### src/rtl/pin_toggle_pkg.sv
package pin_toggle_pkg;
  localparam int NUM_GRP = 3;
  typedef logic [NUM_GRP-1:0] grp_vec_t;

  // keep only the lowest set bit (highest priority group)
  function automatic grp_vec_t lowest_one(grp_vec_t v);
    return v & (~v + grp_vec_t'(1));
  endfunction

  function automatic int max3(int a, int b, int c);
    int m;
    m = (a > b) ? a : b;
    return (m > c) ? m : c;
  endfunction
endpackage

### src/rtl/pt_sync_edge.sv
module pt_sync_edge #(
  parameter int W      = 8,
  parameter int STAGES = 2
) (
  input  logic         clk,
  input  logic         rst,
  input  logic [W-1:0] din,
  output logic [W-1:0] chg
);
  logic [STAGES-1:0][W-1:0] sync_q;
  logic [W-1:0]             prev_q;

  always_ff @(posedge clk) begin
    if (rst) begin
      sync_q <= '0;
      prev_q <= '0;
    end else begin
      sync_q[0] <= din;
      for (int i = 1; i < STAGES; i++) sync_q[i] <= sync_q[i-1];
      prev_q <= sync_q[STAGES-1];
    end
  end

  assign chg = sync_q[STAGES-1] ^ prev_q;
endmodule

### src/rtl/pt_regs.sv
module pt_regs
  import pin_toggle_pkg::*;
#(
  parameter int ADDR_W = 8,
  parameter int DATA_W = 8,
  parameter int G0_W   = 8,
  parameter int G1_W   = 7,
  parameter int G2_W   = 8,
  parameter logic [ADDR_W-1:0] MASK0_ADDR = 8'h6B,
  parameter logic [ADDR_W-1:0] MASK1_ADDR = 8'h6C,
  parameter logic [ADDR_W-1:0] MASK2_ADDR = 8'h6D,
  parameter logic [ADDR_W-1:0] CTRL_ADDR  = 8'h70,
  parameter logic [ADDR_W-1:0] FLAG_ADDR  = 8'h71,
  localparam int MAXW = max3(G0_W, G1_W, G2_W)
) (
  input  logic                          clk,
  input  logic                          rst,
  input  logic [ADDR_W-1:0]             addr_i,
  input  logic [DATA_W-1:0]             wdata_i,
  input  logic                          we_i,
  input  grp_vec_t                      flag_i,
  output logic [NUM_GRP-1:0][MAXW-1:0]  mask_o,
  output grp_vec_t                      en_o,
  output grp_vec_t                      w1c_o,
  output logic [DATA_W-1:0]             rdata_o
);
  localparam int GRP_W [NUM_GRP] = '{G0_W, G1_W, G2_W};
  localparam logic [ADDR_W-1:0] MASK_ADDR [NUM_GRP] = '{MASK0_ADDR, MASK1_ADDR, MASK2_ADDR};

  function automatic logic [MAXW-1:0] valid_bits(int g);
    logic [MAXW-1:0] v;
    v = '0;
    for (int i = 0; i < MAXW; i++) v[i] = (i < GRP_W[g]);
    return v;
  endfunction

  logic [NUM_GRP-1:0][MAXW-1:0] mask_q;
  grp_vec_t                     en_q;
  logic [DATA_W-1:0]            rd_next;

  always_ff @(posedge clk) begin
    if (rst) begin
      mask_q <= '0;
      en_q   <= '0;
    end else if (we_i) begin
      for (int g = 0; g < NUM_GRP; g++)
        if (addr_i == MASK_ADDR[g]) mask_q[g] <= wdata_i[MAXW-1:0] & valid_bits(g);
      if (addr_i == CTRL_ADDR) en_q <= wdata_i[NUM_GRP-1:0];
    end
  end

  assign w1c_o = (we_i && addr_i == FLAG_ADDR) ? wdata_i[NUM_GRP-1:0] : '0;

  always_comb begin
    rd_next = '0;
    for (int g = 0; g < NUM_GRP; g++)
      if (addr_i == MASK_ADDR[g]) rd_next = DATA_W'(mask_q[g]);
    if (addr_i == CTRL_ADDR) rd_next = DATA_W'(en_q);
    if (addr_i == FLAG_ADDR) rd_next = DATA_W'(flag_i);
  end

  always_ff @(posedge clk) begin
    if (rst) rdata_o <= '0;
    else     rdata_o <= rd_next;
  end

  assign mask_o = mask_q;
  assign en_o   = en_q;
endmodule

### src/rtl/pt_flags.sv
module pt_flags
  import pin_toggle_pkg::*;
(
  input  logic     clk,
  input  logic     rst,
  input  grp_vec_t hit_i,
  input  grp_vec_t w1c_i,
  input  logic     ack_i,
  input  grp_vec_t en_i,
  input  logic     gie_i,
  output grp_vec_t flag_o,
  output grp_vec_t irq_o
);
  grp_vec_t flag_q, flag_d, ack_clr;

  always_comb begin
    ack_clr = ack_i ? lowest_one(flag_q) : '0;
    // a fresh event overrides any clear in the same cycle
    flag_d  = (flag_q & ~w1c_i & ~ack_clr) | hit_i;
  end

  always_ff @(posedge clk) begin
    if (rst) begin
      flag_q <= '0;
      irq_o  <= '0;
    end else begin
      flag_q <= flag_d;
      irq_o  <= flag_q & en_i & {NUM_GRP{gie_i}};
    end
  end

  assign flag_o = flag_q;
endmodule

### src/rtl/pin_toggle_irq.sv
module pin_toggle_irq
  import pin_toggle_pkg::*;
#(
  parameter int G0_W        = 8,
  parameter int G1_W        = 7,
  parameter int G2_W        = 8,
  parameter int SYNC_STAGES = 2,
  parameter int ADDR_W      = 8,
  parameter int DATA_W      = 8,
  parameter logic [ADDR_W-1:0] MASK0_ADDR = 8'h6B,
  parameter logic [ADDR_W-1:0] MASK1_ADDR = 8'h6C,
  parameter logic [ADDR_W-1:0] MASK2_ADDR = 8'h6D,
  parameter logic [ADDR_W-1:0] CTRL_ADDR  = 8'h70,
  parameter logic [ADDR_W-1:0] FLAG_ADDR  = 8'h71
) (
  input  logic               clk,
  input  logic               rst,
  input  logic [G0_W-1:0]    grp0_pins_i,
  input  logic [G1_W-1:0]    grp1_pins_i,
  input  logic [G2_W-1:0]    grp2_pins_i,
  input  logic               gie_i,
  input  logic               irq_ack_i,
  input  logic [ADDR_W-1:0]  bus_addr_i,
  input  logic [DATA_W-1:0]  bus_wdata_i,
  input  logic               bus_we_i,
  output logic [DATA_W-1:0]  bus_rdata_o,
  output logic [NUM_GRP-1:0] irq_o
);
  localparam int MAXW = max3(G0_W, G1_W, G2_W);

  logic [NUM_GRP-1:0][MAXW-1:0] pins_pad, chg, mask_q;
  grp_vec_t hit, en_q, w1c, flag_q;

  always_comb begin
    pins_pad = '0;
    pins_pad[0][G0_W-1:0] = grp0_pins_i;
    pins_pad[1][G1_W-1:0] = grp1_pins_i;
    pins_pad[2][G2_W-1:0] = grp2_pins_i;
  end

  for (genvar g = 0; g < NUM_GRP; g++) begin : g_grp
    pt_sync_edge #(.W(MAXW), .STAGES(SYNC_STAGES)) u_sync (
      .clk (clk),
      .rst (rst),
      .din (pins_pad[g]),
      .chg (chg[g])
    );
    assign hit[g] = |(chg[g] & mask_q[g]);
  end

  pt_regs #(
    .ADDR_W(ADDR_W), .DATA_W(DATA_W),
    .G0_W(G0_W), .G1_W(G1_W), .G2_W(G2_W),
    .MASK0_ADDR(MASK0_ADDR), .MASK1_ADDR(MASK1_ADDR), .MASK2_ADDR(MASK2_ADDR),
    .CTRL_ADDR(CTRL_ADDR), .FLAG_ADDR(FLAG_ADDR)
  ) u_regs (
    .clk     (clk),
    .rst     (rst),
    .addr_i  (bus_addr_i),
    .wdata_i (bus_wdata_i),
    .we_i    (bus_we_i),
    .flag_i  (flag_q),
    .mask_o  (mask_q),
    .en_o    (en_q),
    .w1c_o   (w1c),
    .rdata_o (bus_rdata_o)
  );

  pt_flags u_flags (
    .clk    (clk),
    .rst    (rst),
    .hit_i  (hit),
    .w1c_i  (w1c),
    .ack_i  (irq_ack_i),
    .en_i   (en_q),
    .gie_i  (gie_i),
    .flag_o (flag_q),
    .irq_o  (irq_o)
  );
endmodule

### config.mk
export PLATFORM = sky130hd
export DESIGN_NAME = pin_toggle_irq
export DESIGN_NICKNAME = d
export VERILOG_FILES = /design/src/rtl/pin_toggle_pkg.sv /design/src/rtl/pt_sync_edge.sv /design/src/rtl/pt_regs.sv /design/src/rtl/pt_flags.sv /design/src/rtl/pin_toggle_irq.sv
export SDC_FILE = /design/constraint.sdc
export NUM_CORES = 1
export LEC_CHECK = 0
export CORE_AREA = 2 2 99 82
export DETAILED_ROUTE_END_ITERATION = 8
export DIE_AREA = 0 0 101 84
export PLACE_DENSITY_LB_ADDON = 0.05
export RECOVER_POWER = 100
export SLEW_MARGIN = 20
export SYNTH_ARGS = -nofsm -noshare
export SYNTH_HDL_FRONTEND = slang
export SYNTH_SLANG_ARGS = --single-unit
### constraint.sdc
create_clock -name clk -period 1.5 [get_ports clk]
set_input_delay 0.3 -clock clk [delete_from_list [all_inputs] [get_ports clk]]
set_output_delay 0.3 -clock clk [all_outputs]
set_load 0.02 [all_outputs]
Word level (Yosys, flattened, before mapping). Cells that the tools add are included.

Bits in registers: 112. Bits in latches: 0. Bits in writable memories: 0. ROM bits: 0. Bits of input ports: 44. Output and inout bits: 11. Logic and storage cells: 55. Memories kept: 0.

Add/subtract/negate cells: 1. Multipliers: 0. Divide/modulo/power cells: 0. Magnitude comparators: 0. Equal/unequal tests: 5. Shift operators: 0. Mux-type cells: 7. Bitwise operators: 15. Reduce and logical (&&, ||, !) cells: 9.

Operator list (number): $eq A8 B7 Y1 const B (5); $mux W8 (3); $reduce_or A8 Y1 (3); $xor A8 B8 Y8 (3); $and A8 B8 Y8 (2); $and A3 B3 Y3 (5); $mux W3 (4); $not A3 Y3 (3); $and A8 B7 Y8 (1); $reduce_and A2 Y1 (4); $add A3 B1 Y3 const B (1); $or A3 B3 Y3 (1); $reduce_or A3 Y1 (1); $logic_and A1 B1 Y1 (1).

Logic depth before layout (Yosys ltp). Gate-level depths: netlist (run 1).

Word-level depth: 7. Mapped depth: 6. Depth with buffers taken out: 4.

Cells and area by module. A second synthesis (run 1) with hierarchy kept.

Cell total of the unflattened synthesis: 367. Area total of the unflattened synthesis: 4165.2 um^2.

By module, submodules not included: pt_sync_edge (instances 3, cells each 58, area an instance 763.2 um^2, seq. area each 480.5 um^2); pt_regs (instances 1, cells each 156, area an instance 1546.5 um^2, seq. area each 680.7 um^2); pt_flags (instances 1, cells each 21, area an instance 216.5 um^2, seq. area each 120.1 um^2); pin_toggle_irq (instances 1, cells each 16, area an instance 112.6 um^2, seq. area each 0.0 um^2).

Worst setup path after synthesis (run 1). OpenSTA, ideal clock, no wires.

Kind: input-to-reg. Start: input port bus_addr_i[0]. End: register u_regs.mask_q, in the netlist u_regs.mask_o[14]. Setup time: 0.129 ns. Arrival time: 1.233 ns. Data required time: 1.371 ns. Slack: 0.138 ns. Stages: 5. Path buffers: 1. Path through: buf_2 > nor3b_4 > nand4_4 > mux2i_1 > nor2_1.

Cells in the longest elaborated chain, start to end: 2.

Ends and longest elaborated chain: start, declared (line pin_toggle_irq.sv:23) `input logic [ADDR_W-1:0] bus_addr_i,`; $eq A8 B7 Y1 (line pt_regs.sv:47) `if (addr_i == MASK_ADDR[g]) mask_q[g] <= wdata_i[MAXW-1:0] & valid_bits(g);`; $reduce_and A2 Y1 (no source line); end signal, assigned by index (line pt_regs.sv:47); end, declared (line pt_regs.sv:37) `logic [NUM_GRP-1:0][MAXW-1:0] mask_q;`.

No other way between the ends. A chain may end at the register's enable or synchronous reset.

Final worst setup path (run 1).
Start: input port bus_addr_i[4]. End: register u_regs.en_q[0], in the netlist u_regs.en_o[0].

Cells in the longest elaborated chain, start to end: 2.

Ends and longest elaborated chain: $eq A8 B7 Y1 (line pt_regs.sv:48) `if (addr_i == CTRL_ADDR) en_q <= wdata_i[NUM_GRP-1:0];`; $reduce_and A2 Y1 (no source line); end signal, assigned (line pt_regs.sv:48); end, declared (line pt_regs.sv:38) `grp_vec_t en_q;`.

No other way between the ends.

==> results of run 1 <==
-- layer usage --
layer  GRT usage  vias up  part of all wire
met5           0        -                 0
met2       0.297       74              0.46
met1       0.242     1184              0.46
met3      0.0503       12             0.056
li1            -     1299                 -
met4      0.0811        0             0.020
-- through the flow --
step	area (um2)	hold slack, ps
after global routing	4760	388
after detailed placement	4590	424
after global placement	4590	417
after CTS	4780	309
final	4760	367
after floorplan	3870	414
-- sequential cells by signal, summed over array words and instances, names as in the netlist --
signal	count
g_grp.u_sync.sync_q	46
u_regs.en_o	3
u_flags.irq_o	3
u_regs.rdata_o	8
u_regs.mask_o	23
g_grp.u_sync.prev_q	23
u_flags.flag_o	3
-- area by class of cell --
cell class                 instances  area [um2]
clock buffer                       9         124
sequential                       109        2180
multi-input combinational        220        1600
clock inverter                     7        78.8
timing repair buffer              71         659
tap                               93         116
fill                             682        2860
inverter                           1        3.75
-- worst max path at each step --
stage                   endpoint  slack, ps  cells after the start
2_1_floorplan  u_regs.mask_o[14]        140                      5
3_5_place_dp   u_regs.rdata_o[1]       -430                      6
3_3_place_gp   u_regs.rdata_o[2]       -380                      6
5_1_grt           u_regs.en_o[0]          1                      6
4_1_cts        u_regs.rdata_o[1]         20                      5
6_report          u_regs.en_o[0]         90                      6
-- kinds of logic after synthesis --
logic type | after synthesis | share of synthesized area
AND/OR/NAND/NOR | 132 | 0.213
flip-flops | 109 | 0.563
AO/OA/AOI/OAI | 39 | 0.0827
multiplexers | 26 | 0.0672
XOR/XNOR | 23 | 0.0520
buffers and inverters | 18 | 0.0220
-- critical path: stages --
cell,delay [ps]
clkdlybuf4s50_1,510
nor4b_4,220
buf_4,150
nand4b_1,200
mux2i_1,210
nor2_1,60
-- power groups by stage --
stage | Clock (uW) | Combinational, uW | Sequential [uW]
global placement | 0 | 347 | 3060
CTS | 1810 | 350 | 3000
detailed placement | 0 | 348 | 3060
global route | 1910 | 372 | 3010
floorplan | 0 | 160 | 3060
finish | 1750 | 340 | 2990
-- cells in the mapped netlist (all sizes together) (2+ instances only) --
master	count	area share
a221oi	7	0.019
a22o	9	0.020
a22oi	5	0.0097
a31oi	4	0.0065
and2	2	0.0032
and2b	2	0.0039
and3	6	0.0097
buf	4	0.0084
clkbuf	13	0.013
dfxtp	109	0.56
mux2i	26	0.067
nand2	3	0.0029
nand2b	3	0.0048
nand4	4	0.018
nor2	31	0.030
nor2b	73	0.12
nor3b	2	0.0068
o21ai	7	0.011
o2bb2ai	3	0.0068
xor2	23	0.052
-- timing repair --
item	4_1_cts	5_1_grt
setup buffers	1	0
resized for setup	13	6
setup endpoints to repair	13	22
pin swaps	1	1
==> out/metrics.yaml, run 1 <==
clocking:
  holdBufCountCts: 0
  clock_latency_ps: 370
  cts_tree: "built"
  cts.clk_slew.worst_paths_ps: 110
  clock_path_buffers: 2
  htreeDepth: 3
  root_buffer: "clkbuf_8"
  numCtsBuffers: 9
  cts.sinks: 109
power:
  p_sw_uw: 1260
  power_leakage_uw: 0.00217
  p_comb_frac: 0.067
  power.total_uw: 5080
  powerDensity_nw_per_um2: 1070
  seqPwrFrac: 0.589
  internal-power_uw: 3820
  p_clk_frac: 0.344
  ir_drop_mv: 0.547
  swShare: 0.248
sta:
  clock_skew_ps: 8.91
  worst_slew_pin_slew_ps: 670
  finalHoldViolCount: 0
  setup_violations: 0
  grt_setup_unrepaired: "false"
  tns_ps: 0
  fmax_mhz: 710
  slew_headroom: 0.553
  fin_crit_sh: 0.939
  slew_viol_final: 0
  setup_slack_ps: 92.2
  min_period_ps: 1410
synthesis:
  synth-seq-cells: 109
  synth-async-reset-ratio: 0
  avgSynthCellArea_um2: 11.2
  ys.flop_type: "dfxtp_1"
  ys_seq_area_frac: 0.563
  synth_cell_types: 37
  yosysWarnings: 0
  syn_inst: 347
  synth-edff-count: 0
  synth_area_um2: 3870
  syn_nets: 391
critical_path:
  path_max_fanout: 3
  timing.critical_path.to_type: "flop"
  critPathRequiredTime_ps: 1760
  r2r-start: "g_grp[2].u_sync.prev_q[0]"
  startpoint: "bus_addr_i[4]"
  startpoint_type: "input port"
  rr_endpoint: "u_flags.flag_o[2]"
  worstSetupPathType: "in2reg"
  reg2reg_depth: 4
  r2r_slack_ps: 130
  cp.arrival_ps: 1670
layout:
  final_common_cell: "dfxtp_1"
  fin_util: 0.625
  drive_above_1_share: 0.101
  antenna_cells: 0
  layout.cells.non_filler: 510
  layout_common_cells: "109 x dfxtp_1, 73 x nor2b_1, 37 x clkdlybuf4s50_1"
  nets: 456
  area_growth_pct: 23.0
worst_hold_path:
  hp-start: "rst"
  holdPathEnd: "u_regs.rdata_o[7]"
  hp-class: "in2reg"
  holdPathStages: 3
placed_design:
  hpwl_mm: 5.07
  place_inst: 493
  port_buffers: 54
  preCtsSetupSlack_ps: -428
  gp_congestion: 0.852
route:
  drtIter0Drc: 114
  wirelength_mm: 7.27
  viasPerCell: 5.04
  dr.pass1.iters: 5
  drtAntennaViolNets: 0
  num_vias: 2569
  drc_errors: 0
  wl_per_cell_um: 14.3
floorplan:
  die_y_um: 84
  die-area_um2: 8480
  rows: 29
  core_area_um2: 7620
  io_pins: 55
  die_x_um: 101
  initial_core_util: 0.508
global_routing:
  track_usage: 0.188
  grt_overflow: 0
  grt_pass1_vias: 2501
  antenna_found_initial: 0
  grt_first_pass_wirelength_mm: 12.2
  grt_max_degree: 64
job:
  maxCapViolations: 0
status:
  status: "finished clean"
(Power assumes the default switching activity.)
==> inputs of run 2 (changes only) <==
CORE_AREA = 2 2 96 79   (was 2 2 99 82)
CTS_CLUSTER_SIZE = 8   (was not set)
DIE_AREA = 0 0 98 81   (was 0 0 101 84)
clock period = 1.66 ns   (was 1.5 ns; I/O delays follow)
==> run 2 against run 1 <==
Net effect:
- setup slack worse by 43 ps
- routed wire length down 1.5%
- clock power down 7%
- clock skew down 2.5 ps
- largest cell class unchanged
- combinational power down 9.7%
- via count down 0.35%
- count of clock-buffer cells in the layout unchanged
- sequential power down 9.4%
- core utilization up 4.4 points
- sequential cell count unchanged
- power down 8.6%
==> out/metrics.yaml, run 2 (same netlist as run 1, synthesis figures left out) <==
floorplan:
  rows: 28
  io_pins: 55
  initial_core_util: 0.545
  die_x_um: 98
  die-area_um2: 7940
  core_area_um2: 7110
  die_y_um: 81
power:
  p_sw_uw: 1070
  power.total_uw: 4650
  powerDensity_nw_per_um2: 976
  power_leakage_uw: 0.00210
  p_clk_frac: 0.352
  ir_drop_mv: 0.565
  internal-power_uw: 3580
  seqPwrFrac: 0.582
  p_comb_frac: 0.066
  swShare: 0.230
clocking:
  cts.sinks: 109
  post_cts_buffers: 0
  cts.clk_slew.worst_paths_ps: 100
  root_buffer: "clkbuf_8"
  htreeDepth: 3
  clock_latency_ps: 360
  cts_tree: "built"
  clock_path_buffers: 2
  numCtsBuffers: 9
placed_design:
  gp_congestion: 0.850
  hpwl_mm: 5.01
  port_buffers: 54
  dpl-instance-area_um2: 4570
layout:
  final_area_um2: 4760
  antenna_cells: 0
  largest_reg_flops: 46
  drive_above_1_share: 0.0896
  n_fill_cell: 572
  final_common_cell: "dfxtp_1"
  area_growth_pct: 22.9
  nets: 453
  top_register: "g_grp.u_sync.sync_q"
  layout_common_cells: "109 x dfxtp_1, 73 x nor2b_1, 50 x clkdlybuf4s50_1"
critical_path:
  worstSetupPathType: "reg2out"
  critPathSlowestCell: "clkdlybuf4s50_1"
  reg2reg_depth: 4
  critPathRequiredTime_ps: 1330
  crit_chain: "clkdlybuf4s50_1"
  critPathBufInv: 1
  cpPeakStageDelay_ps: 590
  r2r_slack_ps: 250
  path_max_fanout: 1
  timing.critical_path.to_type: "primary output"
  startpoint_type: "flop"
  r2r-start: "g_grp[2].u_sync.prev_q[0]"
  crit_path_end: "bus_rdata_o[0]"
  cp_num_cells: 1
  rr_endpoint: "u_flags.flag_o[2]"
  cp.arrival_ps: 1280
  startpoint: "u_regs.rdata_o[0]"
  cp_top_family: "buffers and inverters"
global_routing:
  antenna_found_initial: 0
  grt_max_degree: 102
  grt_overflow: 0
  grt_pass1_vias: 2423
  track_usage: 0.189
  grt_first_pass_wirelength_mm: 11.7
sta:
  grt_setup_unrepaired: "false"
  fin_crit_sh: 0.970
  min_period_ps: 1610
  slew_headroom: 0.700
  setup_violations: 0
  clock_skew_ps: 6.42
  finalHoldViolCount: 0
  holdWs_ps: 430
  slew_viol_final: 0
  tns_ps: 0
  fmax_mhz: 621
  worst_slew_pin_slew_ps: 450
route:
  dr.pass1.iters: 5
  drtIter0Drc: 104
  num_vias: 2560
  wirelength_mm: 7.16
  drc_errors: 0
  drtAntennaViolNets: 0
  viasPerCell: 5.09
  wl_per_cell_um: 14.2
status:
  status: "finished clean"
worst_hold_path:
  hp-class: "in2reg"
job:
  maxCapViolations: 0
run 2: cell type report:
| cell class | count | area, um2 | share of cell area |
|---|---|---|---|
| Sequential cell | 109 | 2180 | 0.458 |
| Multi-Input combinational cell | 220 | 1600 | 0.336 |
| Timing Repair Buffer | 68 | 657 | 0.138 |
| Clock buffer | 9 | 124 | 0.0260 |
| Tap cell | 90 | 113 | 0.0237 |
| Clock inverter | 6 | 81.3 | 0.0171 |
| Inverter | 1 | 3.75 | 0.000788 |
run 2: through the flow:
step	std cells	util	setup slack [ps]
final	503	0.669	49.3
after global routing	503	0.669	0.0485
after CTS	503	0.672	22.3
after detailed placement	488	0.643	-314
after global placement	488	0.643	-244
after floorplan	347	-	266
run 2: how the worst min path moves through the flow:
stage	depth (start not counted)	end	slack (ps)	startpoint
3_3_place_gp	1	g_grp[1].u_sync.sync_q[9]	420	g_grp[1].u_sync.sync_q[1]
6_report	3	u_regs.rdata_o[7]	430	rst
5_1_grt	1	g_grp[0].u_sync.sync_q[10]	460	g_grp[0].u_sync.sync_q[2]
2_1_floorplan	1	g_grp[0].u_sync.sync_q[10]	410	g_grp[0].u_sync.sync_q[2]
3_5_place_dp	1	g_grp[2].u_sync.sync_q[12]	420	g_grp[2].u_sync.sync_q[4]
4_1_cts	3	u_regs.rdata_o[7]	340	rst
run 2: routing by layer:
layer / global-route usage / part of all wire / vias up
li1: - / - / 1289
met1: 0.239 / 0.47 / 1196
met2: 0.315 / 0.47 / 57
met3: 0.0439 / 0.039 / 18
met4: 0.0792 / 0.025 / 0
met5: 0 / 0 / -
run 2: what timing repair did:
action / in CTS / in global routing
hold endpoints to repair: 0 / 0
hold buffers: 0 / 0
gates resized for setup: 0 / 2
setup endpoints to repair: 0 / 2
run 2: power by group through the flow:
| stage | logic, uW | registers (uW) | clock network, uW |
|---|---|---|---|
| 6_report | 307 | 2710 | 1630 |
| 5_1_grt | 335 | 2710 | 1760 |
| 4_1_cts | 313 | 2710 | 1670 |
| 3_5_place_dp | 311 | 2770 | 0 |
| 3_3_place_gp | 309 | 2770 | 0 |
| 2_1_floorplan | 145 | 2760 | 0 |
